<file path="src/rtl/oneshot_pkg.sv">
package oneshot_pkg;
  typedef struct packed {
    logic load;   // accept a trigger: reload the interval counter
    logic clear;  // functional clear: empty the counter
  } osStrobe_t;
endpackage

</file>
<file path="src/rtl/edge_sync.sv">
module edge_sync #(
  parameter int WIDTH  = 2,
  parameter int STAGES = 2
) (
  input  logic             clk,
  input  logic             rstN,
  input  logic [WIDTH-1:0] rawIn,
  output logic [WIDTH-1:0] curOut,
  output logic [WIDTH-1:0] prevOut,
  output logic             primed
);
  localparam int FILL   = STAGES + 1;
  localparam int FILL_W = $clog2(FILL + 1);

  logic [FILL_W-1:0] fillCnt;

  genvar gi;
  generate
    for (gi = 0; gi < WIDTH; gi++) begin : g_bit
      logic [STAGES:0] chain;  // [STAGES-1:0] synchronizer, [STAGES] previous sample
      always_ff @(posedge clk or negedge rstN) begin
        if (!rstN) chain <= '0;
        else       chain <= {chain[STAGES-1:0], rawIn[gi]};
      end
      assign curOut[gi]  = chain[STAGES-1];
      assign prevOut[gi] = chain[STAGES];
    end
  endgenerate

  // Edges are ignored until every stage holds a real sample.
  always_ff @(posedge clk or negedge rstN) begin
    if (!rstN)                          fillCnt <= '0;
    else if (fillCnt != FILL_W'(FILL))  fillCnt <= fillCnt + 1'b1;
  end
  assign primed = (fillCnt == FILL_W'(FILL));
endmodule

</file>
<file path="src/rtl/oneshot_ctrl.sv">
module oneshot_ctrl
  import oneshot_pkg::*;
(
  input  logic      clearN,
  input  logic      primed,
  input  logic      fallCur,
  input  logic      fallPrev,
  input  logic      riseCur,
  input  logic      risePrev,
  output osStrobe_t strobe
);
  logic fallQual;
  logic riseQual;

  always_comb begin
    fallQual     = fallPrev & ~fallCur & riseCur;    // falling edge, other input high
    riseQual     = ~risePrev & riseCur & ~fallCur;   // rising edge, other input low
    strobe.clear = ~clearN;
    strobe.load  = clearN & primed & (fallQual | riseQual);
  end
endmodule

</file>
<file path="src/rtl/oneshot_dpath.sv">
module oneshot_dpath
  import oneshot_pkg::*;
#(
  parameter int LEN_W = 16
) (
  input  logic             clk,
  input  logic             rstN,
  input  logic             clearN,
  input  osStrobe_t        strobe,
  input  logic [LEN_W-1:0] pulseLen,
  output logic             qOut,
  output logic             qnOut
);
  localparam logic [LEN_W-1:0] ONE = LEN_W'(1);

  logic [LEN_W-1:0] count;
  logic [LEN_W-1:0] loadVal;

  assign loadVal = (pulseLen == '0) ? ONE : pulseLen;

  always_ff @(posedge clk or negedge rstN) begin
    if (!rstN)              count <= '0;
    else if (strobe.clear)  count <= '0;
    else if (strobe.load)   count <= loadVal;
    else if (count != '0)   count <= count - ONE;
  end

  assign qOut  = (count != '0) & clearN;
  assign qnOut = ~qOut;
endmodule

</file>
<file path="src/rtl/oneshot_pulse.sv">
module oneshot_pulse
  import oneshot_pkg::*;
#(
  parameter int LEN_W       = 16,
  parameter int SYNC_STAGES = 2
) (
  input  logic             clk,
  input  logic             rstN,
  input  logic             clearN,
  input  logic             trigFallIn,
  input  logic             trigRiseIn,
  input  logic [LEN_W-1:0] pulseLen,
  output logic             q,
  output logic             qN
);
  localparam int N_TRIG = 2;

  logic [N_TRIG-1:0] cur;
  logic [N_TRIG-1:0] prev;
  logic              primed;
  osStrobe_t         strobe;
  logic              trigFire;

  edge_sync #(.WIDTH(N_TRIG), .STAGES(SYNC_STAGES)) u_sync (
    .clk(clk), .rstN(rstN), .rawIn({trigRiseIn, trigFallIn}),
    .curOut(cur), .prevOut(prev), .primed(primed)
  );

  oneshot_ctrl u_ctrl (
    .clearN(clearN), .primed(primed),
    .fallCur(cur[0]), .fallPrev(prev[0]),
    .riseCur(cur[1]), .risePrev(prev[1]),
    .strobe(strobe)
  );

  oneshot_dpath #(.LEN_W(LEN_W)) u_dpath (
    .clk(clk), .rstN(rstN), .clearN(clearN), .strobe(strobe),
    .pulseLen(pulseLen), .qOut(q), .qnOut(qN)
  );

  assign trigFire = strobe.load;
endmodule

</file>
<file path="config.mk">
export PLATFORM = sky130hd
export DESIGN_NAME = oneshot_pulse
export DESIGN_NICKNAME = d
export VERILOG_FILES = /design/src/rtl/oneshot_pkg.sv /design/src/rtl/edge_sync.sv /design/src/rtl/oneshot_ctrl.sv /design/src/rtl/oneshot_dpath.sv /design/src/rtl/oneshot_pulse.sv
export SDC_FILE = /design/constraint.sdc
export NUM_CORES = 1
export LEC_CHECK = 0
export CAP_MARGIN = 20
export CORE_AREA = 2 2 68 70
export CTS_BUF_LIST = sky130_fd_sc_hd__clkbuf_4 sky130_fd_sc_hd__clkbuf_8
export CTS_CLUSTER_SIZE = 12
export DETAILED_ROUTE_END_ITERATION = 16
export DIE_AREA = 0 0 70 72
export HOLD_SLACK_MARGIN = 0.03
export PLACE_DENSITY_LB_ADDON = 0.1
export REMOVE_ABC_BUFFERS = 1
export SETUP_SLACK_MARGIN = 0.02
export SLEW_MARGIN = 20
export SYNTH_ARGS = -nofsm -noshare
export SYNTH_HDL_FRONTEND = slang
export SYNTH_SLANG_ARGS = --single-unit
</file>
<file path="constraint.sdc">
create_clock -name clk -period 1.9 [get_ports clk]
set_input_delay 0.19 -clock clk [delete_from_list [all_inputs] [get_ports clk]]
set_output_delay 0.19 -clock clk [all_outputs]
set_load 0.01 [all_outputs]
</file>
# After elaboration in Yosys (flattened, before gate mapping)
# Cells that the tools add are included.
dict set report totals {
  output_inout_bits 2
  ff_bits 24
  in_bits 21
}
dict set report classes {
  addsub 2
  n_eq_ne 3
  mux 4
  bitwise_logic 11
  reduce_logical 2
}
# cell count
set op_table {}
lappend op_table {{16-bit two-way mux} 4}
lappend op_table {{16-bit logical NOT} 1}
lappend op_table {{16-bit nonzero test} 1}
lappend op_table {{16-bit by 1-bit subtractor with 16-bit output, second input constant} 1}
lappend op_table {{1-bit AND} 7}
lappend op_table {{3-bit by 1-bit inequality test with 1-bit output, second input constant} 1}
lappend op_table {{1-bit NOT} 3}
lappend op_table {{2-bit by 1-bit adder with 2-bit output, second input constant} 1}
lappend op_table {{2-bit equality test, second input constant} 1}
lappend op_table {{2-bit inequality test, second input constant} 1}
lappend op_table {{1-bit OR} 1}

# Logic depth before layout (Yosys ltp)
# Gate-level depths: netlist (run 1).
dict set report depth {
  depth_word 7
  ltp_mapped 7
  depth_no_buf 7
}

# Hierarchy
# From an unflattened synthesis (run 1), not the netlist that was laid out.
dict set report unflattened {
  cells_unflattened 124
  hier_area_um2 1321.3
}
# mod area_per_inst_um2 seq_area_each_um2 cells_each n_inst
set by_module_without_submodules {}
lappend by_module_without_submodules {oneshot_dpath 1017.2 400.4 104 1}
lappend by_module_without_submodules {edge_sync 279.0 200.2 16 1}
lappend by_module_without_submodules {oneshot_ctrl 25.0 0.0 4 1}

# Least setup slack after synthesis (run 1)
# OpenSTA, ideal clock, no wires.
dict set report synth_path {
  kind {flip-flop to flip-flop}
  from {reg u_dpath.count[0]}
  to {reg u_dpath.count[5]}
  required_time_ns 1.779
  period_less_slack_ns 1.755
  path_stages_with_launch 8
  path_slack_ns 0.145
  arrival_time_ns 1.633
  path_cell_list {dfrtp_1 inv_1 ha_1 nor3b_2 nand4_2 nand2_1 inv_2 a32o_1}
}
dict set report synth_between {
  elab_chain_len 4
  elab_cells_between_ends 6
}
# element line
set synth_rtl {}
lappend synth_rtl {{from (decl)} oneshot_dpath.sv:16} ;# logic [LEN_W-1:0] count;
lappend synth_rtl {{from (signal assigned)} oneshot_dpath.sv:24} ;# else if (strobe.load) count <= loadVal;
lappend synth_rtl {{from (signal assigned)} oneshot_dpath.sv:25} ;# else if (count != '0) count <= count - ONE;
lappend synth_rtl {{16-bit by 1-bit subtractor with 16-bit output} oneshot_dpath.sv:25}
lappend synth_rtl {{16-bit two-way mux} oneshot_dpath.sv:25}
lappend synth_rtl {{16-bit two-way mux} oneshot_dpath.sv:24}
lappend synth_rtl {{16-bit two-way mux} oneshot_dpath.sv:23} ;# else if (strobe.clear) count <= '0;
# Several ways; a longest one is shown, not always the timed one. The select of a mux whose other input is x is not followed.
# A chain may end at the register's enable or synchronous reset.

# Final worst setup path (run 1)
dict set report layout_path {
  from {reg u_dpath.count[7]}
  to {reg u_dpath.count[1]}
}
dict set report layout_between {
  elab_chain_len 2
}
# element line
set layout_rtl {}
lappend layout_rtl {{16-bit nonzero test} oneshot_dpath.sv:25}
lappend layout_rtl {{3-bit by 1-bit inequality test with 1-bit output (no line)} --}
# No other way between the ends.

==> results of run 1 <==
## kinds of logic after synthesis
kind of cell / after synthesis / synth area share
AO/OA/AOI/OAI: 24 / 0.132
multiplexers: 2 / 0.0213
buffers and inverters: 7 / 0.0213
flip-flops: 24 / 0.487
XOR/XNOR: 13 / 0.0924
adder cells (fa/ha/maj): 2 / 0.0203
AND/OR/NAND/NOR: 48 / 0.225
## cell usage after synthesis
| master | n |
|---|---|
| o31ai_2 | 1 |
| nor4_4 | 1 |
| ha_1 | 2 |
| inv_2 | 1 |
| a22oi_1 | 1 |
| nand2_1 | 20 |
| nand4_1 | 1 |
| o21ai_1 | 4 |
| a21boi_1 | 1 |
| clkbuf_1 | 1 |
| or4_1 | 1 |
| nand4_2 | 1 |
| nand3_1 | 2 |
| a311o_1 | 1 |
| o21ai_0 | 3 |
| o31ai_1 | 3 |
| nor3_1 | 3 |
| dfrtp_1 | 24 |
| a21oi_2 | 1 |
| a32o_1 | 1 |
| a21o_1 | 2 |
| nor3b_2 | 2 |
| mux2_2 | 1 |
| a22o_1 | 1 |
| a21oi_1 | 5 |
| and2_1 | 1 |
| nor4_1 | 5 |
| nor2_1 | 7 |
| xnor2_1 | 5 |
| mux2_4 | 1 |
| nor4_2 | 1 |
| nand4b_1 | 2 |
| or4_4 | 1 |
| xor2_1 | 8 |
| inv_1 | 5 |
## routing by layer
metal,global-route usage,vias up,share of wire
met1,0.163,509,0.47
met2,0.217,12,0.48
li1,-,517,-
met4,0.0598,0,0.019
met3,0.0347,7,0.029
met5,0,-,0
## how the worst max path moves through the flow
| stage | start | end | slack [ns] | depth (start not counted) |
|---|---|---|---|---|
| after CTS | u_dpath.count[7]$_DFFE_PN0P_ | u_dpath.count[1]$_DFFE_PN0P_ | 0.002 | 6 |
| after global routing | u_dpath.count[7]$_DFFE_PN0P_ | u_dpath.count[1]$_DFFE_PN0P_ | -0.08 | 6 |
| after floorplan | u_sync.fillCnt[0]$_DFFE_PN0P_ | u_dpath.count[0]$_DFFE_PN0P_ | -0.06 | 6 |
| after detailed placement | u_dpath.count[9]$_DFFE_PN0P_ | qN | -0.07 | 5 |
| final | u_dpath.count[7]$_DFFE_PN0P_ | u_dpath.count[1]$_DFFE_PN0P_ | 0.01 | 6 |
| after global placement | pulseLen[10] | u_dpath.count[0]$_DFFE_PN0P_ | -0.02 | 6 |
## critical path, stage by stage, from the launching register on
cell	delay, ns
dfrtp_1	0.40
nor4_2	0.30
nor3b_2	0.27
nand4_2	0.14
buf_6	0.16
mux2_4	0.30
o31ai_4	0.22
## power breakdown
part           total, mW  switching, mW  internal (mW)
combinational       1.34          0.601          0.743
clock              0.450          0.169          0.282
sequential         0.805          0.144          0.661
## repair_timing
| action | in CTS | in global routing |
|---|---|---|
| gates cloned | 0 | 0 |
| hold buffers | 0 | 0 |
| pin swaps | 4 | 2 |
| setup endpoints to repair | 2 | 12 |
| setup buffers | 2 | 1 |
| resized for setup | 11 | 11 |
## sequential cells by signal (all words and copies together) (netlist names)
name and count:
u_sync.fillCnt 2, u_dpath.count 16, u_sync.g_bit.chain 6
## stage by stage
step | utilization | hold slack, ns | instance area, um^2 | std cells | TNS [ns]
3_5_place_dp | 0.387 | 0.336 | 1650 | 211 | -0.130
5_1_grt | 0.419 | 0.302 | 1790 | 217 | -0.225
4_1_cts | 0.406 | 0.283 | 1730 | 216 | 0
6_report | 0.419 | 0.271 | 1790 | 217 | 0
3_3_place_gp | 0.387 | 0.340 | 1650 | 211 | -0.0481
2_1_floorplan | - | -0.106 | 1230 | 119 | -0.0560
## final cells by class
class | instances | area (um^2) | share of cell area
multi-input combinational | 89 | 647 | 0.362
sequential | 24 | 602 | 0.337
timing repair buffer | 42 | 380 | 0.213
tap | 52 | 65.1 | 0.0364
clock buffer | 3 | 41.3 | 0.0231
clock inverter | 1 | 30.0 | 0.0168
inverter | 6 | 22.5 | 0.0126
==> impl_metrics.env, run 1 <==
export IMPL_cts_max_level=1
export IMPL_start_util=0.289
export IMPL_setup_ws_ns=0.0113
export IMPL_fin_skew_ns=0.00616
export IMPL_period_share=0.994
export IMPL_synth_seq_area_share=0.487
export IMPL_yosysTopAreaCell="dfrtp_1"
export IMPL_path_class="reg2reg"
export IMPL_total_leakage_power_nw=0.770
export IMPL_cts_tree="done"
export IMPL_synthDistinctLibCells=35
export IMPL_die_area_um2=5040
export IMPL_power_density_nw_per_um2=1450
export IMPL_worst_setup_path_end_kind="flop"
export IMPL_cts_made_buffers=3
export IMPL_antenna_found_initial=0
export IMPL_crit_arrival_ns=2.07
export IMPL_cp_max_fo=5
export IMPL_insertedDiodeCount=0
export IMPL_slew_viol_final=0
export IMPL_dr_pass1_iters=4
export IMPL_clkLatencyLatePin_ns=0.27
export IMPL_power_total_mw=2.60
export IMPL_critPathRequiredTime_ns=2.09
export IMPL_r2r_end="u_dpath.count[1]$_DFFE_PN0P_"
export IMPL_pre_cts_ws_ns=-0.0681
export IMPL_dp_hpwl_mm=2.31
export IMPL_num_io_pins=23
export IMPL_layout_common_cells="23 x dfrtp_1, 20 x clkdlybuf4s50_1, 18 x nand2_1, 18 x buf_4"
export IMPL_drt_first_iter_violations=31
export IMPL_netlist_area_um2=1230
export IMPL_num_rows=24
export IMPL_clkSinkCount=24
export IMPL_worst_pin_slew_ns=0.412
export IMPL_nets=189
export IMPL_max_freq_ghz=0.529
export IMPL_max_vdd_ir_drop_mv=0.485
export IMPL_start_kind="flop"
export IMPL_rsz0062_at_grt="true"
export IMPL_drc=0
export IMPL_finalHoldViolCount=0
export IMPL_hold_class="in2async"
export IMPL_cts_buffer_depth=2
export IMPL_drt_vias_per_instance=4.82
export IMPL_netlist_top_cells_area="dfrtp_1 49%, nand2_1 6.1%, xor2_1 5.7%"
export IMPL_r2r_slack_ns=0.01
export IMPL_die_y_um=72
export IMPL_max_slew_margin=0.723
export IMPL_synthDominantCellAreaShare=0.487
export IMPL_setup_violations=0
export IMPL_drive_above_1_share=0.267
export IMPL_yosys_warnings=0
export IMPL_path_clk_slew_ns=0.09
export IMPL_fill_cells=429
export IMPL_area_delta_synth_final_pct=45.1
export IMPL_status="complete, no violations"
export IMPL_cts_root_buf="clkbuf_8"
export IMPL_fin_crit_ns=1.89
export IMPL_synth_avg_cell_area_um2=10.3
export IMPL_drt_wirelength_per_cell_um=13.8
export IMPL_ant_nets=0
export IMPL_grt_pass1_vias=1157
export IMPL_vias=1045
export IMPL_mostFrequentLayoutCell="dfrtp_1"
export IMPL_drv_cap=0
export IMPL_overflow=0
export IMPL_wl_mm=3.00
export IMPL_io_buffers=22
export IMPL_r2r_cells=6
export IMPL_grt_pass1_wl_mm=5.26
export IMPL_ys_seq_elements=24
export IMPL_core_um2=4260
export IMPL_die_w_um=70
export IMPL_syn_inst=120
export IMPL_grt_max_degree=25
export IMPL_gp_congestion=0.770
export IMPL_grtUsageTotal=0.132
export IMPL_r2r_start="u_dpath.count[7]$_DFFE_PN0P_"
(Power assumes the default switching activity.)
==> run 2: changes to the inputs <==
- REMOVE_ABC_BUFFERS: 1 -> unset
==> impl_metrics.env, run 2 (synthesized netlist as in run 1, its figures left out) <==
export IMPL_drt_vias_per_instance=4.80
export IMPL_io_buffers=22
export IMPL_drv_cap=0
export IMPL_setup_violations=0
export IMPL_power_density_nw_per_um2=1480
export IMPL_cpLargestDelayFamily="simple AND/OR/NAND/NOR gates"
export IMPL_syn_num_nets=143
export IMPL_ctsHoldBuffers=0
export IMPL_max_freq_ghz=0.539
export IMPL_max_vdd_ir_drop_mv=0.584
export IMPL_cts_tree="done"
export IMPL_finalHoldViolCount=0
export IMPL_grt_busiest_layer="met2"
export IMPL_critPathRequiredTime_ns=1.71
export IMPL_final_cell_count_no_fill=218
export IMPL_total_leakage_power_nw=0.777
export IMPL_gp_congestion=0.773
export IMPL_fin_crit_ns=1.86
export IMPL_drive_above_1_share=0.277
export IMPL_drt_wirelength_per_cell_um=14.1
export IMPL_path_clk_slew_ns=0.09
export IMPL_antenna_found_initial=0
export IMPL_top_register="u_dpath.count"
export IMPL_worst_setup_path_end_kind="primary output"
export IMPL_crit_buf_inv=2
export IMPL_use_met3=0.0361
export IMPL_num_io_pins=23
export IMPL_crit_arrival_ns=1.67
export IMPL_max_slew_margin=0.746
export IMPL_overflow=0
export IMPL_nets=190
export IMPL_grt_util_met1=0.169
export IMPL_crit_chain="nor4_2, nor3b_2, nand4_2, nand2_2, inv_2, buf_6"
export IMPL_fin_skew_ns=0.00379
export IMPL_period_share=0.977
export IMPL_clkLatencyLatePin_ns=0.27
export IMPL_cp_slowest_cell="dfrtp_1"
export IMPL_cts_max_level=1
export IMPL_die_w_um=70
export IMPL_dp_hpwl_mm=2.31
export IMPL_cts_made_buffers=3
export IMPL_grt_pass1_wl_mm=5.26
export IMPL_setup_tns_ns=0
export IMPL_top_regs="u_dpath.count (16), u_sync.g_bit.chain (6), u_sync.fillCnt (2)"
export IMPL_grt_use_met2=0.229
export IMPL_wl_mm=3.07
export IMPL_vias=1047
export IMPL_grtUsageTotal=0.132
export IMPL_die_y_um=72
export IMPL_layout_common_cells="23 x dfrtp_1, 20 x clkdlybuf4s50_1, 19 x nand2_1, 18 x buf_4, 8 x xor2_1"
export IMPL_status="complete, no violations"
export IMPL_grt_max_degree=25
export IMPL_mostFrequentLayoutCell="dfrtp_1"
export IMPL_start_util=0.289
export IMPL_start_kind="flop"
export IMPL_num_rows=24
export IMPL_dp_cells=210
export IMPL_hold_class="in2async"
export IMPL_drc=0
export IMPL_core_um2=4260
export IMPL_slew_viol_final=0
export IMPL_cp_max_fo=3
export IMPL_crit_path_max_incr_delay_ns=0.40
export IMPL_largest_reg_flops=16
export IMPL_clkSinkCount=24
export IMPL_drt_first_iter_violations=42
export IMPL_grt_pass1_vias=1115
export IMPL_area_delta_synth_final_pct=45.6
export IMPL_whs_ns=0.281
export IMPL_insertedDiodeCount=0
export IMPL_dr_pass1_iters=4
export IMPL_path_class="reg2out"
export IMPL_ant_nets=0
export IMPL_worst_pin_slew_ns=0.378
export IMPL_cts_root_buf="clkbuf_8"
export IMPL_finalInstanceArea_um2=1790
export IMPL_rsz0062_at_grt="true"
export IMPL_post_dp_cell_area_um2=1640
export IMPL_die_area_um2=5040
export IMPL_cts_buffer_depth=2
[run 2: cell types whose count changed in the layout (fill, tap and decap cells not counted), sizes merged]
cell  change
buf       +1
[run 2: repair_timing]
action                                  4_1_cts  5_1_grt
endpoints found under the setup margin        4       13
pin swaps                                     4        6
endpoints found under the hold margin         0        0
buffers inserted                              2        2
gates resized for setup                      13       10
[run 2: worst reg2reg max path, cell delays in order, from the launching register on]
cell,delay [ns]
dfrtp_1,0.41
inv_2,0.09
ha_4,0.14
nor3b_4,0.26
buf_6,0.15
nand4b_1,0.23
nor3_2,0.22
xnor2_1,0.14
o21ai_0,0.09
[run 2: worst paths after layout]
| path | from | to | slack, ns | depth (start not counted) |
|---|---|---|---|---|
| worst max-delay path | u_dpath.count[10]$_DFFE_PN0P_ | q | 0.04 | 6 |
| worst min-delay path | rstN | u_dpath.count[11]$_DFFE_PN0P_ | 0.28 | 2 |
| worst max register to register | u_dpath.count[1]$_DFFE_PN0P_ | u_dpath.count[12]$_DFFE_PN0P_ | 0.05 | 8 |
| worst min register to register | u_sync.g_bit[0].chain[0]$_DFF_PN0_ | u_sync.g_bit[0].chain[1]$_DFF_PN0_ | 0.36 | 0 |
| max in group asynchronous | rstN | u_dpath.count[2]$_DFFE_PN0P_ | 1.36 | 2 |
| min in group clk | trigRiseIn | u_sync.g_bit[1].chain[0]$_DFF_PN0_ | 0.35 | 1 |
[run 2: cell type report]
type / count / area (um^2)
Fill cell: 436 / 2470
Timing Repair Buffer: 43 / 385
Tap cell: 52 / 65.1
Inverter: 6 / 22.5
Clock inverter: 1 / 30.0
Sequential cell: 24 / 602
Clock buffer: 3 / 41.3
Multi-Input combinational cell: 89 / 648
[run 2: power by group]
group	internal [mW]	switching, mW
combinational	0.793	0.600
clock	0.282	0.166
sequential	0.661	0.154
[run 2: routing by layer]
layer	share of wire	vias up
met4	0.0091	0
met2	0.50	16
met5	0	-
li1	-	521
met1	0.46	506
met3	0.035	4
[run 2: metrics by stage]
stage	total power, mW	setup WS [ns]	utilization
detailed placement	1.99	-0.0848	0.385
floorplan	1.53	0.145	-
finish	2.66	0.0430	0.421
global placement	1.97	-0.0584	0.385
global route	2.85	-0.0910	0.421
CTS	2.57	0.0233	0.409
==> run 3: changes to the inputs <==
- ABC_CLOCK_PERIOD_IN_PS: unset -> 1900
==> results of run 3 <==
The final DEF is identical to that of run 2; final timing and power are the same.
